[src/rtl/gapc_pkg.sv]
package gapc_pkg;

    parameter int GAP_CNT_W = 10;

    localparam logic [1:0] SPD_HS = 2'b00;
    localparam logic [1:0] SPD_FS = 2'b01;
    localparam logic [1:0] SPD_LS = 2'b10;

    localparam logic [1:0] LINE_SE0  = 2'b00;
    localparam logic [1:0] LINE_FS_J = 2'b01;
    localparam logic [1:0] LINE_LS_J = 2'b10;
    localparam logic [1:0] LINE_SE1  = 2'b11;

    typedef enum logic [2:0] {
        ST_IDLE,
        ST_TX,
        ST_TX_ARM,
        ST_TX_WAIT,
        ST_RX,
        ST_RX_WAIT
    } gap_state_e;

    typedef struct packed {
        logic [GAP_CNT_W-1:0] tt_min;
        logic [GAP_CNT_W-1:0] tt_max;
        logic [GAP_CNT_W-1:0] rt_min;
        logic [GAP_CNT_W-1:0] rt_max;
        logic [GAP_CNT_W-1:0] to_lim;
    } gap_win_t;

    function automatic logic spd_is_hs(input logic [1:0] s);
        return !(s == SPD_FS || s == SPD_LS);
    endfunction

    function automatic logic [1:0] idle_j(input logic [1:0] s);
        return (s == SPD_LS) ? LINE_LS_J : LINE_FS_J;
    endfunction

endpackage

[src/rtl/gapc_evt_decode.sv]
module gapc_evt_decode
    import gapc_pkg::*;
(
    input  logic       clk,
    input  logic       rst,
    input  logic [1:0] spd,
    input  logic       dir,
    input  logic       rxcmd_valid,
    input  logic [1:0] linestate,
    input  logic       rx_active,
    output logic       se0_to_j,
    output logic       rx_start,
    output logic       rx_stop_hs
);

    logic [1:0] line_prev_q;

    always_ff @(posedge clk) begin
        if (rst)
            line_prev_q <= LINE_SE1;
        else if (rxcmd_valid)
            line_prev_q <= linestate;
    end

    always_comb begin
        se0_to_j   = rxcmd_valid && (line_prev_q == LINE_SE0) && (linestate == idle_j(spd));
        rx_start   = dir && rxcmd_valid && rx_active;
        rx_stop_hs = !dir || (rxcmd_valid && !rx_active);
    end

endmodule

[src/rtl/gapc_win_sel.sv]
module gapc_win_sel
    import gapc_pkg::*;
#(
    parameter int HS_TT_MIN = 15,
    parameter int HS_TT_MAX = 24,
    parameter int FS_TT_MIN = 7,
    parameter int FS_TT_MAX = 18,
    parameter int LS_TT_MIN = 77,
    parameter int LS_TT_MAX = 247,
    parameter int HS_RT_MIN = 1,
    parameter int HS_RT_MAX = 14,
    parameter int FS_RT_MIN = 7,
    parameter int FS_RT_MAX = 18,
    parameter int LS_RT_MIN = 77,
    parameter int LS_RT_MAX = 247,
    parameter int HS_TO     = 92,
    parameter int FS_TO     = 80,
    parameter int LS_TO     = 718
) (
    input  logic [1:0] spd,
    output gap_win_t   win
);

    localparam gap_win_t HS_W = '{
        tt_min: GAP_CNT_W'(HS_TT_MIN), tt_max: GAP_CNT_W'(HS_TT_MAX),
        rt_min: GAP_CNT_W'(HS_RT_MIN), rt_max: GAP_CNT_W'(HS_RT_MAX),
        to_lim: GAP_CNT_W'(HS_TO)};
    localparam gap_win_t FS_W = '{
        tt_min: GAP_CNT_W'(FS_TT_MIN), tt_max: GAP_CNT_W'(FS_TT_MAX),
        rt_min: GAP_CNT_W'(FS_RT_MIN), rt_max: GAP_CNT_W'(FS_RT_MAX),
        to_lim: GAP_CNT_W'(FS_TO)};
    localparam gap_win_t LS_W = '{
        tt_min: GAP_CNT_W'(LS_TT_MIN), tt_max: GAP_CNT_W'(LS_TT_MAX),
        rt_min: GAP_CNT_W'(LS_RT_MIN), rt_max: GAP_CNT_W'(LS_RT_MAX),
        to_lim: GAP_CNT_W'(LS_TO)};

    always_comb begin
        case (spd)
            SPD_FS:  win = FS_W;
            SPD_LS:  win = LS_W;
            default: win = HS_W;
        endcase
    end

endmodule

[src/rtl/gapc_seq_fsm.sv]
module gapc_seq_fsm
    import gapc_pkg::*;
(
    input  logic       clk,
    input  logic       rst,
    input  logic [1:0] speed_in,
    input  logic       host_role,
    input  logic       stp,
    input  logic       dir,
    input  logic       tx_go,
    input  logic       send_req,
    input  logic       se0_to_j,
    input  logic       rx_start,
    input  logic       rx_stop_hs,
    input  gap_win_t   win,
    output logic [1:0] spd_q,
    output gap_state_e st,
    output logic       tx_allow,
    output logic       resp_timeout,
    output logic       window_miss
);

    localparam logic [GAP_CNT_W-1:0] CNT_ONE = GAP_CNT_W'(1);

    gap_state_e           st_q, st_d;
    logic [GAP_CNT_W-1:0] cnt_q, cnt_d;
    logic                 hs, rx_done, in_tt, in_rt;

    assign hs      = spd_is_hs(spd_q);
    assign rx_done = hs ? rx_stop_hs : se0_to_j;
    assign st      = st_q;

    always_ff @(posedge clk) begin
        if (rst) begin
            st_q  <= ST_IDLE;
            cnt_q <= '0;
            spd_q <= SPD_HS;
        end else begin
            st_q  <= st_d;
            cnt_q <= cnt_d;
            if (st_q == ST_IDLE)
                spd_q <= speed_in;
        end
    end

    always_comb begin
        st_d  = st_q;
        cnt_d = cnt_q;
        case (st_q)
            ST_IDLE: begin
                if (rx_start)   st_d = ST_RX;
                else if (tx_go) st_d = ST_TX;
            end
            ST_TX: begin
                if (stp && !dir) begin
                    st_d  = hs ? ST_TX_WAIT : ST_TX_ARM;
                    cnt_d = CNT_ONE;
                end
            end
            ST_TX_ARM: begin
                if (rx_start) st_d = ST_RX;
                else if (se0_to_j) begin
                    st_d  = ST_TX_WAIT;
                    cnt_d = CNT_ONE;
                end
            end
            ST_TX_WAIT: begin
                if (rx_start)                 st_d = ST_RX;
                else if (tx_go)               st_d = ST_TX;
                else if (cnt_q >= win.to_lim) st_d = ST_IDLE;
                else                          cnt_d = cnt_q + CNT_ONE;
            end
            ST_RX: begin
                if (rx_done) begin
                    st_d  = ST_RX_WAIT;
                    cnt_d = CNT_ONE;
                end
            end
            ST_RX_WAIT: begin
                if (rx_start)                 st_d = ST_RX;
                else if (tx_go)               st_d = ST_TX;
                else if (cnt_q >= win.rt_max) st_d = ST_IDLE;
                else                          cnt_d = cnt_q + CNT_ONE;
            end
            default: st_d = ST_IDLE;
        endcase
    end

    always_comb begin
        in_tt = (cnt_q >= win.tt_min) && (cnt_q <= win.tt_max);
        in_rt = (cnt_q >= win.rt_min) && (cnt_q <= win.rt_max);
        tx_allow = (st_q == ST_IDLE)
                || (st_q == ST_TX_WAIT && host_role && in_tt)
                || (st_q == ST_RX_WAIT && in_rt);
        resp_timeout = (st_q == ST_TX_WAIT) && (cnt_q == win.to_lim) && !rx_start;
        window_miss  = send_req && !tx_go && !rx_start &&
                       (((st_q == ST_TX_WAIT) && host_role && (cnt_q == win.tt_max)) ||
                        ((st_q == ST_RX_WAIT) && (cnt_q == win.rt_max)));
    end

endmodule

[src/rtl/ulpi_gap_ctrl.sv]
module ulpi_gap_ctrl
    import gapc_pkg::*;
#(
    parameter int HS_TT_MIN = 15,
    parameter int HS_TT_MAX = 24,
    parameter int FS_TT_MIN = 7,
    parameter int FS_TT_MAX = 18,
    parameter int LS_TT_MIN = 77,
    parameter int LS_TT_MAX = 247,
    parameter int HS_RT_MIN = 1,
    parameter int HS_RT_MAX = 14,
    parameter int FS_RT_MIN = 7,
    parameter int FS_RT_MAX = 18,
    parameter int LS_RT_MIN = 77,
    parameter int LS_RT_MAX = 247,
    parameter int HS_TO     = 92,
    parameter int FS_TO     = 80,
    parameter int LS_TO     = 718
) (
    input  logic       clk,
    input  logic       rst,
    input  logic [1:0] speed,
    input  logic       host_role,
    input  logic       dir,
    input  logic       stp,
    input  logic       tx_go,
    input  logic       send_req,
    input  logic       rxcmd_valid,
    input  logic [1:0] rx_linestate,
    input  logic       rx_active,
    output logic       tx_allow,
    output logic       resp_timeout,
    output logic       window_miss
);

    logic [1:0] spd_q;
    gap_state_e st;
    gap_win_t   win;
    logic       se0_to_j, rx_start, rx_stop_hs;

    gapc_evt_decode u_evt (
        .clk(clk), .rst(rst), .spd(spd_q), .dir(dir),
        .rxcmd_valid(rxcmd_valid), .linestate(rx_linestate), .rx_active(rx_active),
        .se0_to_j(se0_to_j), .rx_start(rx_start), .rx_stop_hs(rx_stop_hs)
    );

    gapc_win_sel #(
        .HS_TT_MIN(HS_TT_MIN), .HS_TT_MAX(HS_TT_MAX),
        .FS_TT_MIN(FS_TT_MIN), .FS_TT_MAX(FS_TT_MAX),
        .LS_TT_MIN(LS_TT_MIN), .LS_TT_MAX(LS_TT_MAX),
        .HS_RT_MIN(HS_RT_MIN), .HS_RT_MAX(HS_RT_MAX),
        .FS_RT_MIN(FS_RT_MIN), .FS_RT_MAX(FS_RT_MAX),
        .LS_RT_MIN(LS_RT_MIN), .LS_RT_MAX(LS_RT_MAX),
        .HS_TO(HS_TO), .FS_TO(FS_TO), .LS_TO(LS_TO)
    ) u_win (
        .spd(spd_q), .win(win)
    );

    gapc_seq_fsm u_fsm (
        .clk(clk), .rst(rst), .speed_in(speed), .host_role(host_role),
        .stp(stp), .dir(dir), .tx_go(tx_go), .send_req(send_req),
        .se0_to_j(se0_to_j), .rx_start(rx_start), .rx_stop_hs(rx_stop_hs),
        .win(win), .spd_q(spd_q), .st(st),
        .tx_allow(tx_allow), .resp_timeout(resp_timeout), .window_miss(window_miss)
    );

endmodule

[config.mk]
export PLATFORM = sky130hd
export DESIGN_NAME = ulpi_gap_ctrl
export DESIGN_NICKNAME = d
export VERILOG_FILES = /design/src/rtl/gapc_pkg.sv /design/src/rtl/gapc_evt_decode.sv /design/src/rtl/gapc_win_sel.sv /design/src/rtl/gapc_seq_fsm.sv /design/src/rtl/ulpi_gap_ctrl.sv
export SDC_FILE = /design/constraint.sdc
export NUM_CORES = 1
export LEC_CHECK = 0
export ABC_AREA = 1
export BUFFER_PORTS_ARGS = -buffer_cell sky130_fd_sc_hd__buf_2
export CORE_MARGIN = 2
export CORE_UTILIZATION = 55
export CTS_CLUSTER_SIZE = 40
export DETAILED_ROUTE_END_ITERATION = 10
export PLACE_DENSITY = 0.87
export SETUP_SLACK_MARGIN = 0.15
export SYNTH_ARGS = -nofsm -noshare
export SYNTH_HDL_FRONTEND = slang
export SYNTH_SLANG_ARGS = --single-unit
[constraint.sdc]
create_clock -name clk -period 6.8 [get_ports clk]
set_clock_uncertainty 0.1 [all_clocks]
set_input_delay 0.68 -clock clk [delete_from_list [all_inputs] [get_ports clk]]
set_output_delay 0.68 -clock clk [all_outputs]
set_load 0.02 [all_outputs]
==> reports/summary.txt <==
Run status - finished clean
Pin count of the biggest net entering global routing - 13
Critical register-to-register path endpoint - u_fsm.cnt_q[9]
Vias per Instance - 5.17
Hold-fix buffers, CTS - 0
Crit Path Class - reg2out
Placer congestion estimate - 0.930
CTS max path bufs - 2
Worst reg2reg path depth - 15
Share of synthesized area occupied by flip-flops and latches - 19.0%
Total of flip-flops plus latches after synthesis - 17
Clock tree from TritonCTS - built
Initial core utilization - 58.3%
Fin crit share - 49.8%
Per-cell routed wire length - 11.6 um
Most instantiated cells after synthesis - sky130_fd_sc_hd__nand2_1 (76), sky130_fd_sc_hd__inv_1 (42), sky130_fd_sc_hd__nor2_1 (40)
Detailed Route Iter0 Violations - 115
Top achievable clock speed - 0.295 GHz
Vias after detailed routing - 1837
Library cell with the largest summed area after synthesis - sky130_fd_sc_hd__dfxtp_1
Largest fanout on the critical path - 8
Number of synthesized flops with an enable pin - 0
Post-cts gate resize count - 0
Ports - 16
Post-route core utilization - 61.9%
Fraction of final layout cells sized beyond drive strength 1 - 10.3%
Measured slew at the worst slew-check pin - 458 ps
Clock sink count - 17
Overflow left after global routing - 0
Critical path endpoint category - output port
Mean instance size in the synthesized netlist - 6.00 sq um
Type of the most critical hold path - reg2reg
Clock tree root driver cell - sky130_fd_sc_hd__clkbuf_4
Number of maximum-capacitance constraint violations - 0
Post-Route Setup TNS - 0 ps
Remaining design rule violation count - 0
Share of async-settable or async-resettable flops after synthesis - 0%
Cell types occupying the most area after synthesis - sky130_fd_sc_hd__dfxtp_1 (19%), sky130_fd_sc_hd__nand2_1 (16%), sky130_fd_sc_hd__ha_1 (11%)
Hold Path End - u_evt.line_prev_q[1]
Area enclosed by the die boundary - 3740 sq um
Depth of the worst hold-timing path - 2
Vias in the first global route - 1571
Non-filler cells, final - 355
Predominant post-synthesis flop cell - sky130_fd_sc_hd__dfxtp_1
Setup repair after global routing missed its margin - no
Highest ir drop seen on vdd - 0.192 mV
Reg-to-reg critical path startpoint - u_fsm.spd_q[0]
Hold Fails Final Rpt - 0
ANT cells - 0
Total wirelength of the detailed-routed design - 4100 um
Critical path arrival - 2610 ps
Total leakage power - 0.000937 uW
PwrDens - 299 nW/um^2
Number of setup violations in the final report - 0
Gr usage total - 23.9%
Yosys cell types - 38
Die Y-Extent - 61.1 um
CP Launch Type - register
Final-layout fill cell count - 324
Proportion of netlist area held by the largest area contributor - 19.0%
Insertion delay of the later-clocked pin in the worst-skew pair - 300 ps
Count of buffers from port buffering - 15
Minimum hold slack - 373 ps
Count of placed standard cells including taps - 351
Combined area of all synthesized cells - 1790 sq um
Die Span X - 61.1 um
Relative max-transition margin - 69.2%
Clock slew seen by the registers of the worst setup and hold paths - 110 ps
Number of antenna violations at the first check in global routing - 0
Row Count - 20
Required arrival time at the worst endpoint - 6020 ps
Post-Syn Instances - 299
Number of max-slew violations in the final report - 0
Shortest clock period the worst path allows after layout - 3390 ps
Number of CTS-inserted buffers - 3
Area growth from synthesis to layout - 6.21%
Leading cell type by number of instances after synthesis - sky130_fd_sc_hd__nand2_1
Synthesized net count - 328
Number of search-and-repair iterations in the first detailed-routing pass - 4
Detailed placement HPWL - 3280 um
Layout net count - 341
Total power - 570 uW
Core Footprint - 3080 sq um
Warnings, synthesis - 0
Global-route wire length before repair - 6900 um
Remaining number of nets flagged by the antenna check after routing - 0
Register-to-register setup slack - 3830 ps
Clock H-tree levels - 1
Launch point of the critical path - u_fsm.spd_q[0]
Launch point of the worst hold path - u_evt.line_prev_q[1]
Setup fix buffers added after clock tree synthesis - 0
-- worst max-delay path by stage --
stage,to,slack (ps),cells after the start
6_report,tx_allow,3410,14
5_1_grt,tx_allow,3160,14
4_1_cts,tx_allow,3450,14
3_5_place_dp,tx_allow,3810,14
3_3_place_gp,tx_allow,3850,14
2_1_floorplan,window_miss,3860,11
-- logic make-up after synthesis --
group | synth area share [%]
compound gates | 12.8
xor+xnor | 2.93
fa+ha+maj | 11.2
buf+inv | 11.9
flops | 19.0
simple gates | 42.3
-- cell usage in the layout, fill, tap and decap left out, drive strengths merged --
cell type   n
nand2      79
inv        44
nor2       43
nand3      27
a21oi      20
dfxtp      17
ha         16
buf        15
nor3        9
o21ai       7
nand4       6
clkbuf      4
o21bai      3
xnor2       3
xor2        3
nand3b      2
o211ai      2
o22ai       2
nor3b       2
a21boi      2
and2        1
a31oi       1
or2         1
a211oi      1
o2111ai     1
-- critical path, cell delays in order (launching register included) --
cell                      delay, ps
sky130_fd_sc_hd__dfxtp_1        370
sky130_fd_sc_hd__inv_1           70
sky130_fd_sc_hd__ha_1           430
sky130_fd_sc_hd__inv_1          120
sky130_fd_sc_hd__ha_1           350
sky130_fd_sc_hd__nand2_1         70
sky130_fd_sc_hd__nor2_1          70
sky130_fd_sc_hd__o21ai_0        150
sky130_fd_sc_hd__inv_1          100
sky130_fd_sc_hd__nand2_1         50
sky130_fd_sc_hd__a21oi_1        120
sky130_fd_sc_hd__o22ai_1         80
sky130_fd_sc_hd__nand3_1         80
sky130_fd_sc_hd__nand3_1         70
sky130_fd_sc_hd__buf_2          160
-- registers in the layout (all words and copies together) (netlist names) --
name,count
u_evt.line_prev_q,2
u_fsm.cnt_q,10
u_fsm.spd_q,2
u_fsm.st,3
-- final cells by class --
type | instances | area, sq um | area share, %
tap | 44 | 55.1 | 2.89
sequential | 17 | 340 | 17.9
multi-input combinational | 231 | 1240 | 65.1
clock buffer | 4 | 26.3 | 1.38
timing repair buffer | 15 | 75.1 | 3.94
inverter | 44 | 168 | 8.80
-- metal layers --
layer	routed length, um	GRT usage, %
met2	1740	35.3
met1	2100	37.1
met3	226	2.31
met4	38	5.90
met5	0	0
-- power breakdown --
group | internal [uW] | switching [uW]
Clock | 22.9 | 35.3
Sequential | 119 | 29.3
Combinational | 124 | 240
-- metrics by stage --
stage | setup WS [ps] | instance area [sq um]
final | 3410 | 1910
after CTS | 3450 | 1910
after global routing | 3160 | 1910
after floorplan | 3860 | 1790
after detailed placement | 3810 | 1880
after global placement | 3850 | 1880
(Power assumes the default switching activity.)
